**config.mk**
```make
export PLATFORM = sky130hd
export DESIGN_NAME = standby_wake_ctrl
export DESIGN_NICKNAME = d
export VERILOG_FILES = /design/src/rtl/wk_pkg.sv /design/src/rtl/wk_nmi_latch.sv /design/src/rtl/wk_irq_pick.sv /design/src/rtl/wk_stab_counter.sv /design/src/rtl/wk_bus_release.sv /design/src/rtl/standby_wake_ctrl.sv
export SDC_FILE = /design/constraint.sdc
export NUM_CORES = 1
export LEC_CHECK = 0
export BUFFER_PORTS_ARGS = -buffer_cell sky130_fd_sc_hd__buf_2
export CAP_MARGIN = 20
export CORE_MARGIN = 3
export CORE_UTILIZATION = 49
export CTS_CLUSTER_DIAMETER = 50
export CTS_CLUSTER_SIZE = 40
export DETAILED_ROUTE_END_ITERATION = 8
export PLACE_DENSITY = 0.74
export SETUP_SLACK_MARGIN = 0.15
export SLEW_MARGIN = 25
export SYNTH_ARGS = -nofsm -noshare
export SYNTH_HDL_FRONTEND = slang
export SYNTH_SLANG_ARGS = --single-unit
```
**constraint.sdc**
```tcl
create_clock -name clk -period 1.9 [get_ports clk]
set_input_delay 0.095 -clock clk [delete_from_list [all_inputs] [get_ports clk]]
set_output_delay 0.095 -clock clk [all_outputs]
set_load 0.02 [all_outputs]
```
**src/rtl/wk_pkg.sv**
```systemverilog
package wk_pkg;
  typedef enum logic [1:0] {ST_RUN, ST_STBY, ST_WARM} wk_state_e;
  typedef enum logic [1:0] {SRC_NMI, SRC_IRQ, SRC_BUS} wk_src_e;
  localparam int ACT_W      = 4;
  localparam int ACT_NMI    = 0;
  localparam int ACT_INT    = 1;
  localparam int ACT_RESUME = 2;
  localparam int ACT_BUS    = 3;
endpackage

```
**src/rtl/wk_nmi_latch.sv**
```systemverilog
module wk_nmi_latch (
  input  logic clk,
  input  logic rst,
  input  logic nmi_n,
  input  logic arm,
  input  logic clear,
  output logic pend
);
  logic prev_q, pend_q, fall;
  assign fall = prev_q & ~nmi_n;
  assign pend = pend_q | (arm & fall);
  always_ff @(posedge clk) begin
    if (rst) begin
      prev_q <= 1'b1;
      pend_q <= 1'b0;
    end else begin
      prev_q <= nmi_n;
      if (clear)           pend_q <= 1'b0;
      else if (arm & fall) pend_q <= 1'b1;
    end
  end
endmodule

```
**src/rtl/wk_irq_pick.sv**
```systemverilog
module wk_irq_pick #(
  parameter int N_IRQ = 3,
  localparam int IDW = (N_IRQ > 1) ? $clog2(N_IRQ) : 1
) (
  input  logic [N_IRQ-1:0] irq_req,
  input  logic [N_IRQ-1:0] irq_en,
  output logic             any,
  output logic [IDW-1:0]   id
);
  logic [N_IRQ-1:0] hit;
  assign hit = irq_req & irq_en;
  always_comb begin
    any = 1'b0;
    id  = '0;
    for (int i = N_IRQ - 1; i >= 0; i--) begin
      if (hit[i]) begin
        any = 1'b1;
        id  = IDW'(i);
      end
    end
  end
endmodule

```
**src/rtl/wk_stab_counter.sv**
```systemverilog
module wk_stab_counter #(
  parameter int STAB_W = 17
) (
  input  logic clk,
  input  logic rst,
  input  logic clr,
  input  logic en,
  output logic done
);
  logic [STAB_W-1:0] cnt_q;
  assign done = &cnt_q;
  always_ff @(posedge clk) begin
    if (rst || clr) cnt_q <= '0;
    else if (en)    cnt_q <= cnt_q + 1'b1;
  end
endmodule

```
**src/rtl/wk_bus_release.sv**
```systemverilog
module wk_bus_release (
  input  logic clk,
  input  logic rst,
  input  logic running,
  input  logic busreq,
  output logic bus_ack,
  output logic addr_oe,
  output logic ctrl_oe
);
  logic rel_q;
  always_ff @(posedge clk) begin
    if (rst) rel_q <= 1'b0;
    else     rel_q <= running & busreq;
  end
  assign bus_ack = rel_q;
  assign addr_oe = ~rel_q;
  assign ctrl_oe = ~rel_q;
endmodule

```
**src/rtl/standby_wake_ctrl.sv**
```systemverilog
module standby_wake_ctrl
  import wk_pkg::*;
#(
  parameter int STAB_W = 17,
  parameter int N_IRQ  = 3,
  localparam int IDW = (N_IRQ > 1) ? $clog2(N_IRQ) : 1
) (
  input  logic             clk,
  input  logic             rst,
  input  logic             sleep_req,
  input  logic             nmi_n,
  input  logic [N_IRQ-1:0] irq_req,
  input  logic             busreq,
  input  logic             busreq_wake_en,
  input  logic [N_IRQ-1:0] irq_en,
  input  logic             gie,
  output logic             osc_en,
  output logic             core_clk_en,
  output logic             clk_out_en,
  output logic             standby,
  output logic             addr_oe,
  output logic             ctrl_oe,
  output logic             bus_ack,
  output logic             act_valid,
  output logic [ACT_W-1:0] act_kind,
  output logic [IDW-1:0]   act_irq
);
  wk_state_e        state_q, state_d;
  wk_src_e          src_q, src_d;
  logic [IDW-1:0]   id_q, id_d;
  logic             nmi_pend, irq_any, stab_done, nmi_clr, cnt_clr;
  logic [IDW-1:0]   irq_id;
  logic             act_v_d;
  logic [ACT_W-1:0] act_k_d;
  logic [IDW-1:0]   act_i_d;
  logic             irq0_lost;

  wk_nmi_latch u_nmi (
    .clk(clk), .rst(rst), .nmi_n(nmi_n),
    .arm(state_q != ST_RUN), .clear(nmi_clr), .pend(nmi_pend)
  );

  wk_irq_pick #(.N_IRQ(N_IRQ)) u_pick (
    .irq_req(irq_req), .irq_en(irq_en), .any(irq_any), .id(irq_id)
  );

  wk_stab_counter #(.STAB_W(STAB_W)) u_cnt (
    .clk(clk), .rst(rst), .clr(cnt_clr),
    .en(state_q == ST_WARM), .done(stab_done)
  );

  wk_bus_release u_bus (
    .clk(clk), .rst(rst), .running(state_q == ST_RUN), .busreq(busreq),
    .bus_ack(bus_ack), .addr_oe(addr_oe), .ctrl_oe(ctrl_oe)
  );

  // wake started by input 0 needs that input for the whole window
  assign irq0_lost = (src_q == SRC_IRQ) && (id_q == '0) && !nmi_pend
                     && !(irq_req[0] & irq_en[0]);

  always_comb begin
    state_d = state_q;
    src_d   = src_q;
    id_d    = id_q;
    cnt_clr = 1'b0;
    nmi_clr = 1'b0;
    act_v_d = 1'b0;
    act_k_d = '0;
    act_i_d = '0;
    unique case (state_q)
      ST_RUN: begin
        nmi_clr = 1'b1;
        if (sleep_req && !busreq && !bus_ack) state_d = ST_STBY;
      end
      ST_STBY: begin
        cnt_clr = 1'b1;
        if (nmi_pend) begin
          state_d = ST_WARM;
          src_d   = SRC_NMI;
          id_d    = '0;
        end else if (irq_any) begin
          state_d = ST_WARM;
          src_d   = SRC_IRQ;
          id_d    = irq_id;
        end else if (busreq && busreq_wake_en) begin
          state_d = ST_WARM;
          src_d   = SRC_BUS;
          id_d    = '0;
        end
      end
      ST_WARM: begin
        if (irq0_lost) begin
          state_d = ST_STBY;
        end else if (stab_done) begin
          state_d = ST_RUN;
          act_v_d = 1'b1;
          if (nmi_pend) begin
            act_k_d[ACT_NMI] = 1'b1;
          end else if (src_q == SRC_IRQ) begin
            if (!irq_any) begin
              state_d = ST_STBY;
              act_v_d = 1'b0;
            end else if (gie) begin
              act_k_d[ACT_INT] = 1'b1;
              act_i_d = irq_id;
            end else begin
              act_k_d[ACT_RESUME] = 1'b1;
            end
          end else if (src_q == SRC_BUS) begin
            act_k_d[ACT_BUS] = 1'b1;
          end else begin
            act_k_d[ACT_NMI] = 1'b1;
          end
          if (state_d == ST_RUN) nmi_clr = 1'b1;
        end
      end
      default: state_d = ST_RUN;
    endcase
  end

  always_ff @(posedge clk) begin
    if (rst) begin
      state_q   <= ST_RUN;
      src_q     <= SRC_NMI;
      id_q      <= '0;
      act_valid <= 1'b0;
      act_kind  <= '0;
      act_irq   <= '0;
    end else begin
      state_q   <= state_d;
      src_q     <= src_d;
      id_q      <= id_d;
      act_valid <= act_v_d;
      act_kind  <= act_k_d;
      act_irq   <= act_i_d;
    end
  end

  assign standby     = (state_q == ST_STBY);
  assign osc_en      = (state_q != ST_STBY);
  assign core_clk_en = (state_q == ST_RUN);
  assign clk_out_en  = (state_q == ST_RUN);
endmodule

```
==> results of run 1 <==
==> registers in the layout, indices dropped and copies added (netlist names), 2 cells and up <==
register,flops
state_q,2
act_kind,4
id_q,2
u_cnt.cnt_q,17
src_q,2
act_irq,2
==> kinds of logic after synthesis <==
| kind of cell | synth area share [%] |
|---|---|
| and+or+nand+nor | 28.1 |
| adders and majority gates | 3.16 |
| muxes | 0.712 |
| AOI/OAI and AO/OA | 15.7 |
| xor gates and xnor gates | 4.98 |
| buffers and inverters | 5.54 |
| DFF | 41.8 |
==> cells in the final DEF (no fill, tap or decap), drive strengths merged, types with 2 or more instances in the layout <==
cell type  synthesis  routed
o31ai              2       2
nand3              6       6
or2                2       2
nor2b              3       3
a31oi              4       4
xnor2              2       2
nand3b             2       2
nand4              8       8
or4                2       2
a211oi             2       2
inv                8       8
clkinv             0       2
xor2               7       7
nand2             10      10
nor2              17      17
o21ai              5       5
a21oi             16      16
buf                8      50
nor3               3       3
nand2b             8       8
and4               2       2
nor3b              2       2
and4b              3       3
clkbuf             2       6
dfxtp             33      33
or3                4       4
ha                 4       4
==> layer usage <==
metal / vias to the layer above / GRT usage, %
met5: - / 0
met4: 0 / 12.7
met3: 16 / 4.32
met2: 53 / 34.0
met1: 715 / 26.2
li1: 743 / -
==> critical path, stage by stage (launching register included) <==
cell	delay (ns)
dfxtp_4	0.37
ha_4	0.17
nand3_1	0.12
nor3_4	0.05
ha_2	0.19
buf_4	0.13
buf_4	0.13
a311oi_1	0.46
o21ba_2	0.23
==> power groups by stage <==
stage / registers (uW) / logic, uW / clock network [uW]
final: 749 / 345 / 365
after global routing: 757 / 378 / 420
after CTS: 747 / 336 / 380
after detailed placement: 762 / 330 / 0
after global placement: 760 / 323 / 0
after floorplan: 748 / 245 / 0
==> area by class of cell <==
cell class | count | area (sq um) | share of cell area [%]
well taps | 42 | 52.6 | 2.60
flip-flops and latches | 33 | 686 | 33.9
clock buffers | 6 | 41.3 | 2.04
multi-input cells | 129 | 881 | 43.6
repair buffers | 51 | 320 | 15.9
inverters | 8 | 30.0 | 1.49
clock inverters | 2 | 10.0 | 0.495
==> stage by stage <==
stage          utilization [%]  power (uW)  cell area (sq um)  hold slack [ns]
3_5_place_dp              61.2        1090               1790            0.318
5_1_grt                   69.1        1550               2020           0.0546
6_report                  69.1        1460               2020           0.0543
4_1_cts                   67.8        1460               1980           0.0251
3_3_place_gp              61.2        1080               1790            0.310
2_1_floorplan                -         993               1600            0.166
==> final timing paths <==
| path | startpoint | to | slack [ns] |
|---|---|---|---|
| setup / recovery | u_cnt.cnt_q[0] | state_q[1] | -0.01 |
| hold / removal | irq_en[2] | act_irq[1] | 0.05 |
| setup reg to reg | u_cnt.cnt_q[0] | state_q[1] | -0.01 |
| hold reg to reg | u_cnt.cnt_q[10] | u_cnt.cnt_q[10] | 0.51 |
==> repair_timing <==
item                       CTS  global route
gates cloned                 0             0
setup endpoints to repair    6            14
hold buffers                 1             0
buffers inserted            12             3
pin swaps                    7             8
hold endpoints to repair     1             0
gates resized for setup     18             6
==> out/metrics.csv, run 1 <==
stage,metric,value,unit
synth,ys_warn_count,0,
synth,synth_fp_nets,197,
synth,synth_area,1580,sq um
clock_tree,htreeDepth,2,
detailed_routing,route.detailed.drc,0,
layout,layout.nets,245,
outcome,violations,negative setup slack,
layout,diodes,0,
placed_design,hpwl,2680,um
power_and_ir_drop,p_switching,464,uW
global_routing,antenna_found_initial,0,
floorplan,dieArea,3950,sq um
synth,synth_edf_count,0,
synth,async_flop_share,0,%
layout,drive_gt1_share,38.9,%
global_routing,grt_pass1_wl,6690,um
layout,area_delta_synth_final,27.8,%
placed_design,place_ws,-0.0425,ns
worst_setup_path,cp-end-kind,flop,
global_routing,track_usage,21.2,%
synth,synth.ff_latch_count,33,
sta,hold_viol_final,0,
synth,synth_top_area_cell,dfxtp_1,
sta,finClkSkew,0.0104,ns
worst_setup_path,startpoint_type,flop,
hold_path,hold_class,input pin to flop,
hold_path,min_path_cells,3,
layout,fill_cells,252,
detailed_routing,wl,3880,um
detailed_routing,num_vias,1527,
clock_tree,clockBufferDepth,2,
clock_tree,worst_skew_pair.late_latency,0.33,ns
sta,timing.fmax,0.523,GHz
detailed_routing,wl_per_cell,14.3,um
run,maxCapViolCount,0,
synth,avgSynthCellArea,8.79,sq um
placed_design,place.gp.congestion,0.782,
floorplan,start_util,54.1,%
placed_design,portBuffers,26,
sta,tightest_slew,0.541,ns
worst_setup_path,required,2.17,ns
global_routing,grt_overflow,0,
worst_setup_path,worstRegToRegCells,8,
power_and_ir_drop,p_int,995,uW
sta,fin_ws,-0.0108,ns
floorplan,die_h,62.8,um
sta,grt_setup_unrepaired,true,
placed_design,dp.cells,247,
worst_setup_path,crit_fanout,4,
clock_tree,clock-root-buffer,clkbuf_4,
synth,synth_area_leaders,"dfxtp_1 42%, a21oi_1 5.1%, nor2_1 4.0%",
synth,synth_most_common_cell,dfxtp_1,
detailed_routing,m1WireLength,1680,um
synth,yosysUniqueCellTypes,49,
power_and_ir_drop,leakage,0.000851,uW
global_routing,grt_pass1_vias,1518,
detailed_routing,drt_iter0_drc,114,
sta,setup_viol,1,
global_routing,grt_max_degree,17,
worst_setup_path,crit_arrival,2.18,ns
layout,fin_cells,271,
clock_tree,cts_tree,yes,
synth,syn_inst,180,
synth,synth_top_cell_area_share,41.8,%
synth,ys_seq_area_share,41.8,%
clock_tree,path_clk_slew,0.09,ns
power_and_ir_drop,ir_drop,576,uV
power_and_ir_drop,pwr-share-comb,23.7,%
clock_tree,numCtsBuffers,5,
detailed_routing,first_pass_iters,4,
worst_setup_path,crit_type,flop to flop,
power_and_ir_drop,power_density,722,nW/um^2
power_and_ir_drop,p_clk_share,25.0,%
detailed_routing,via_per_inst,5.63,
floorplan,io_pins,27,
sta,tns,-0.0108,ns
sta,finalCritPeriodShare,101,%
synth,ys_top_cells_by_count,"33 x dfxtp_1, 17 x nor2_1, 16 x a21oi_1",
detailed_routing,postRouteAntennaNets,0,
sta,period_needed,1.91,ns
power_and_ir_drop,netSwitchingFraction,31.8,%
power_and_ir_drop,seqPwrFrac,51.3,%
outcome,outcome,"finished, violations left",
detailed_routing,topRoutingLayerUsed,met4,
sta,slew_viol_final,0,
synth,synth_flop_cell,dfxtp_1,
detailed_routing,wl_met2,1870,um
sta,max-slew-margin-rel,63.9,%
clock_tree,clock_sinks,33,
detailed_routing,wl_met3,189,um
floorplan,rows,19,
floorplan,die_x,62.8,um
floorplan,coreArea,2920,sq um
No activity file was read; power rests on OpenSTA's default activity.
==> run 2, diff against run 1 <==
- CORE_ASPECT_RATIO: not set -> 0.7
- CTS_CLUSTER_SIZE: 40 -> 8
- HOLD_SLACK_MARGIN: not set -> 0.15
==> run 2 against run 1 <==
Net effect:
- the flow now finishes without violations
- utilization increased by 1.5 points
- final area increased by 2.8%
- clock-buffer cell count increased by 2
- critical path type unchanged
- critical endpoint is now act_kind[2]
- highest routed layer unchanged
==> out/metrics.csv, run 2 (synthesis gave the netlist of run 1 again) <==
stage,metric,value,unit
layout,diodes,0,
floorplan,coreArea,2940,sq um
sta,setup_viol,0,
layout,top_register,u_cnt.cnt_q,
power_and_ir_drop,seqPwrFrac,46.2,%
power_and_ir_drop,p_clk_share,31.2,%
global_routing,antenna_found_initial,0,
floorplan,io_pins,27,
run,maxCapViolCount,0,
clock_tree,worst_skew_pair.late_latency,0.28,ns
worst_setup_path,worstRegToRegCells,8,
sta,slew_viol_final,0,
clock_tree,numCtsBuffers,5,
outcome,outcome,finished clean,
worst_setup_path,crit_fanout,3,
sta,timing.fmax,0.597,GHz
sta,grt_setup_unrepaired,true,
sta,period_needed,1.68,ns
worst_setup_path,worstReg2RegStart,u_cnt.cnt_q[1],
clock_tree,clockBufferDepth,2,
worst_setup_path,r2r_end,act_kind[2],
detailed_routing,first_pass_iters,4,
power_and_ir_drop,netSwitchingFraction,30.7,%
worst_setup_path,ff2ff_setup_slack,0.22,ns
sta,max-slew-margin-rel,56.8,%
layout,drive_gt1_share,34.9,%
worst_setup_path,cp_slowest_cell,dfxtp_4,
global_routing,grt_overflow,0,
floorplan,die_h,53.5,um
detailed_routing,wl_per_cell,15.1,um
floorplan,rows,16,
sta,finalCritPeriodShare,88.2,%
sta,finClkSkew,0.00324,ns
detailed_routing,drt_iter0_drc,174,
floorplan,start_util,53.7,%
clock_tree,htreeDepth,2,
worst_setup_path,max_stage_delay,0.36,ns
hold_path,hold_class,input pin to flop,
worst_setup_path,required,2.13,ns
power_and_ir_drop,leakage,0.000855,uW
placed_design,place.gp.congestion,0.861,
sta,whs,0.158,ns
power_and_ir_drop,power,1620,uW
hold_path,min_path_cells,3,
worst_setup_path,startpoint_type,flop,
hold_path,hold_path.startpoint,sleep_req,
detailed_routing,wl,4000,um
clock_tree,clock-root-buffer,clkbuf_8,
hold_path,whs_endpoint,state_q[0],
layout,layout_common_cells,"26 x buf_2, 20 x dfxtp_1, 20 x buf_4, 17 x nor2_1, 16 x a21oi_1",
clock_tree,cts_tree,yes,
power_and_ir_drop,pwr-share-comb,22.6,%
placed_design,portBuffers,26,
floorplan,dieArea,3960,sq um
sta,hold_viol_final,0,
global_routing,grt_pass1_wl,6490,um
global_routing,grt_max_degree,17,
global_routing,grt_pass1_vias,1394,
power_and_ir_drop,p_int,1120,uW
power_and_ir_drop,ir_drop,678,uV
sta,tns,0,ns
global_routing,track_usage,21.9,%
clock_tree,path_clk_slew,0.06,ns
worst_setup_path,crit_arrival,1.90,ns
worst_setup_path,path_cells,ha_4 -> nand3_2 -> nor3_4 -> ha_4 -> nand4bb_4 -> a211oi_2 -> buf_4 -> and4b_1,
detailed_routing,postRouteAntennaNets,0,
layout,area_delta_synth_final,31.3,%
layout,largest_reg_flops,17,
detailed_routing,num_vias,1546,
worst_setup_path,crit_type,flop to flop,
layout,reg_top3,"u_cnt.cnt_q: 17 flops, act_kind: 4 flops",
layout,final_common_cell,buf_2,
detailed_routing,route.detailed.drc,0,
sta,tightest_slew,0.644,ns
detailed_routing,via_per_inst,5.83,
layout,layout.nets,245,
worst_setup_path,cp-end-kind,flop,
floorplan,die_x,73.9,um
power_and_ir_drop,power_density,779,nW/um^2
power_and_ir_drop,p_switching,497,uW
worst_setup_path,crit_path_frequent_cell,ha_4,
placed_design,hpwl,2780,um
clock_tree,clock_sinks,33,
run 2: changes by cell type in the layout (fill, tap and decap cells not counted), sizes merged:
cell / change
clkinv: -2
buf: -4
clkbuf: +2
dlygate4sd3: +4
run 2: timing repair:
| item | 4_1_cts | 5_1_grt |
|---|---|---|
| pin swaps | 8 | 3 |
| setup endpoints to repair | 5 | 22 |
| hold buffers | 5 | 0 |
| setup buffers | 11 | 1 |
| resized for setup | 18 | 6 |
| hold endpoints to repair | 6 | 0 |
run 2: worst max-delay path by stage:
stage,to,depth (start not counted),slack [ns],startpoint
final,act_kind[2],8,0.22,u_cnt.cnt_q[1]
after CTS,act_irq[0],8,0.11,u_cnt.cnt_q[1]
after global placement,act_irq[1],8,0.13,u_cnt.cnt_q[5]
after global routing,act_irq[1],7,0.07,u_cnt.cnt_q[14]
after detailed placement,act_irq[1],8,0.03,u_cnt.cnt_q[0]
after floorplan,act_irq[0],9,0.15,u_cnt.cnt_q[5]
run 2: cell type report:
cell class | instances | area (sq um)
inverters | 8 | 30.0
fillers | 227 | 866
clock buffers | 8 | 80.1
repair buffers | 51 | 330
well taps | 36 | 45.0
flip-flops and latches | 33 | 684
multi-input cells | 129 | 907
run 2: metrics by stage:
| stage | cells | utilization (%) | worst slack, ns | area [sq um] |
|---|---|---|---|---|
| finish | 265 | 70.6 | 0.224 | 2080 |
| global route | 265 | 70.6 | 0.0749 | 2080 |
| CTS | 264 | 69.1 | 0.109 | 2030 |
| detailed placement | 240 | 60.3 | 0.0323 | 1770 |
| global placement | 240 | 60.3 | 0.126 | 1770 |
| floorplan | 180 | - | 0.151 | 1600 |
run 2: critical path: cells and delay by family, from the launching register on:
family	cells	cell delay, ns
simple gates	4	0.60
compound gates	1	0.19
fa+ha+maj	2	0.32
flops	1	0.36
buf+inv	1	0.15
run 2: power by group through the flow:
stage	Combinational (uW)	Sequential [uW]	Clock, uW
after global placement	317	761	0
final	366	747	505
after global routing	398	751	546
after CTS	345	744	511
after detailed placement	328	762	0
after floorplan	245	748	0
run 2: per-layer routing:
layer  track usage, %  share of wire (%)  up-vias
li1                 -                  -      743
met1             31.1                 50      752
met2             31.6                 43       47
met3             7.09                5.6        4
met4             6.33               0.80        0
met5                0                  0        -
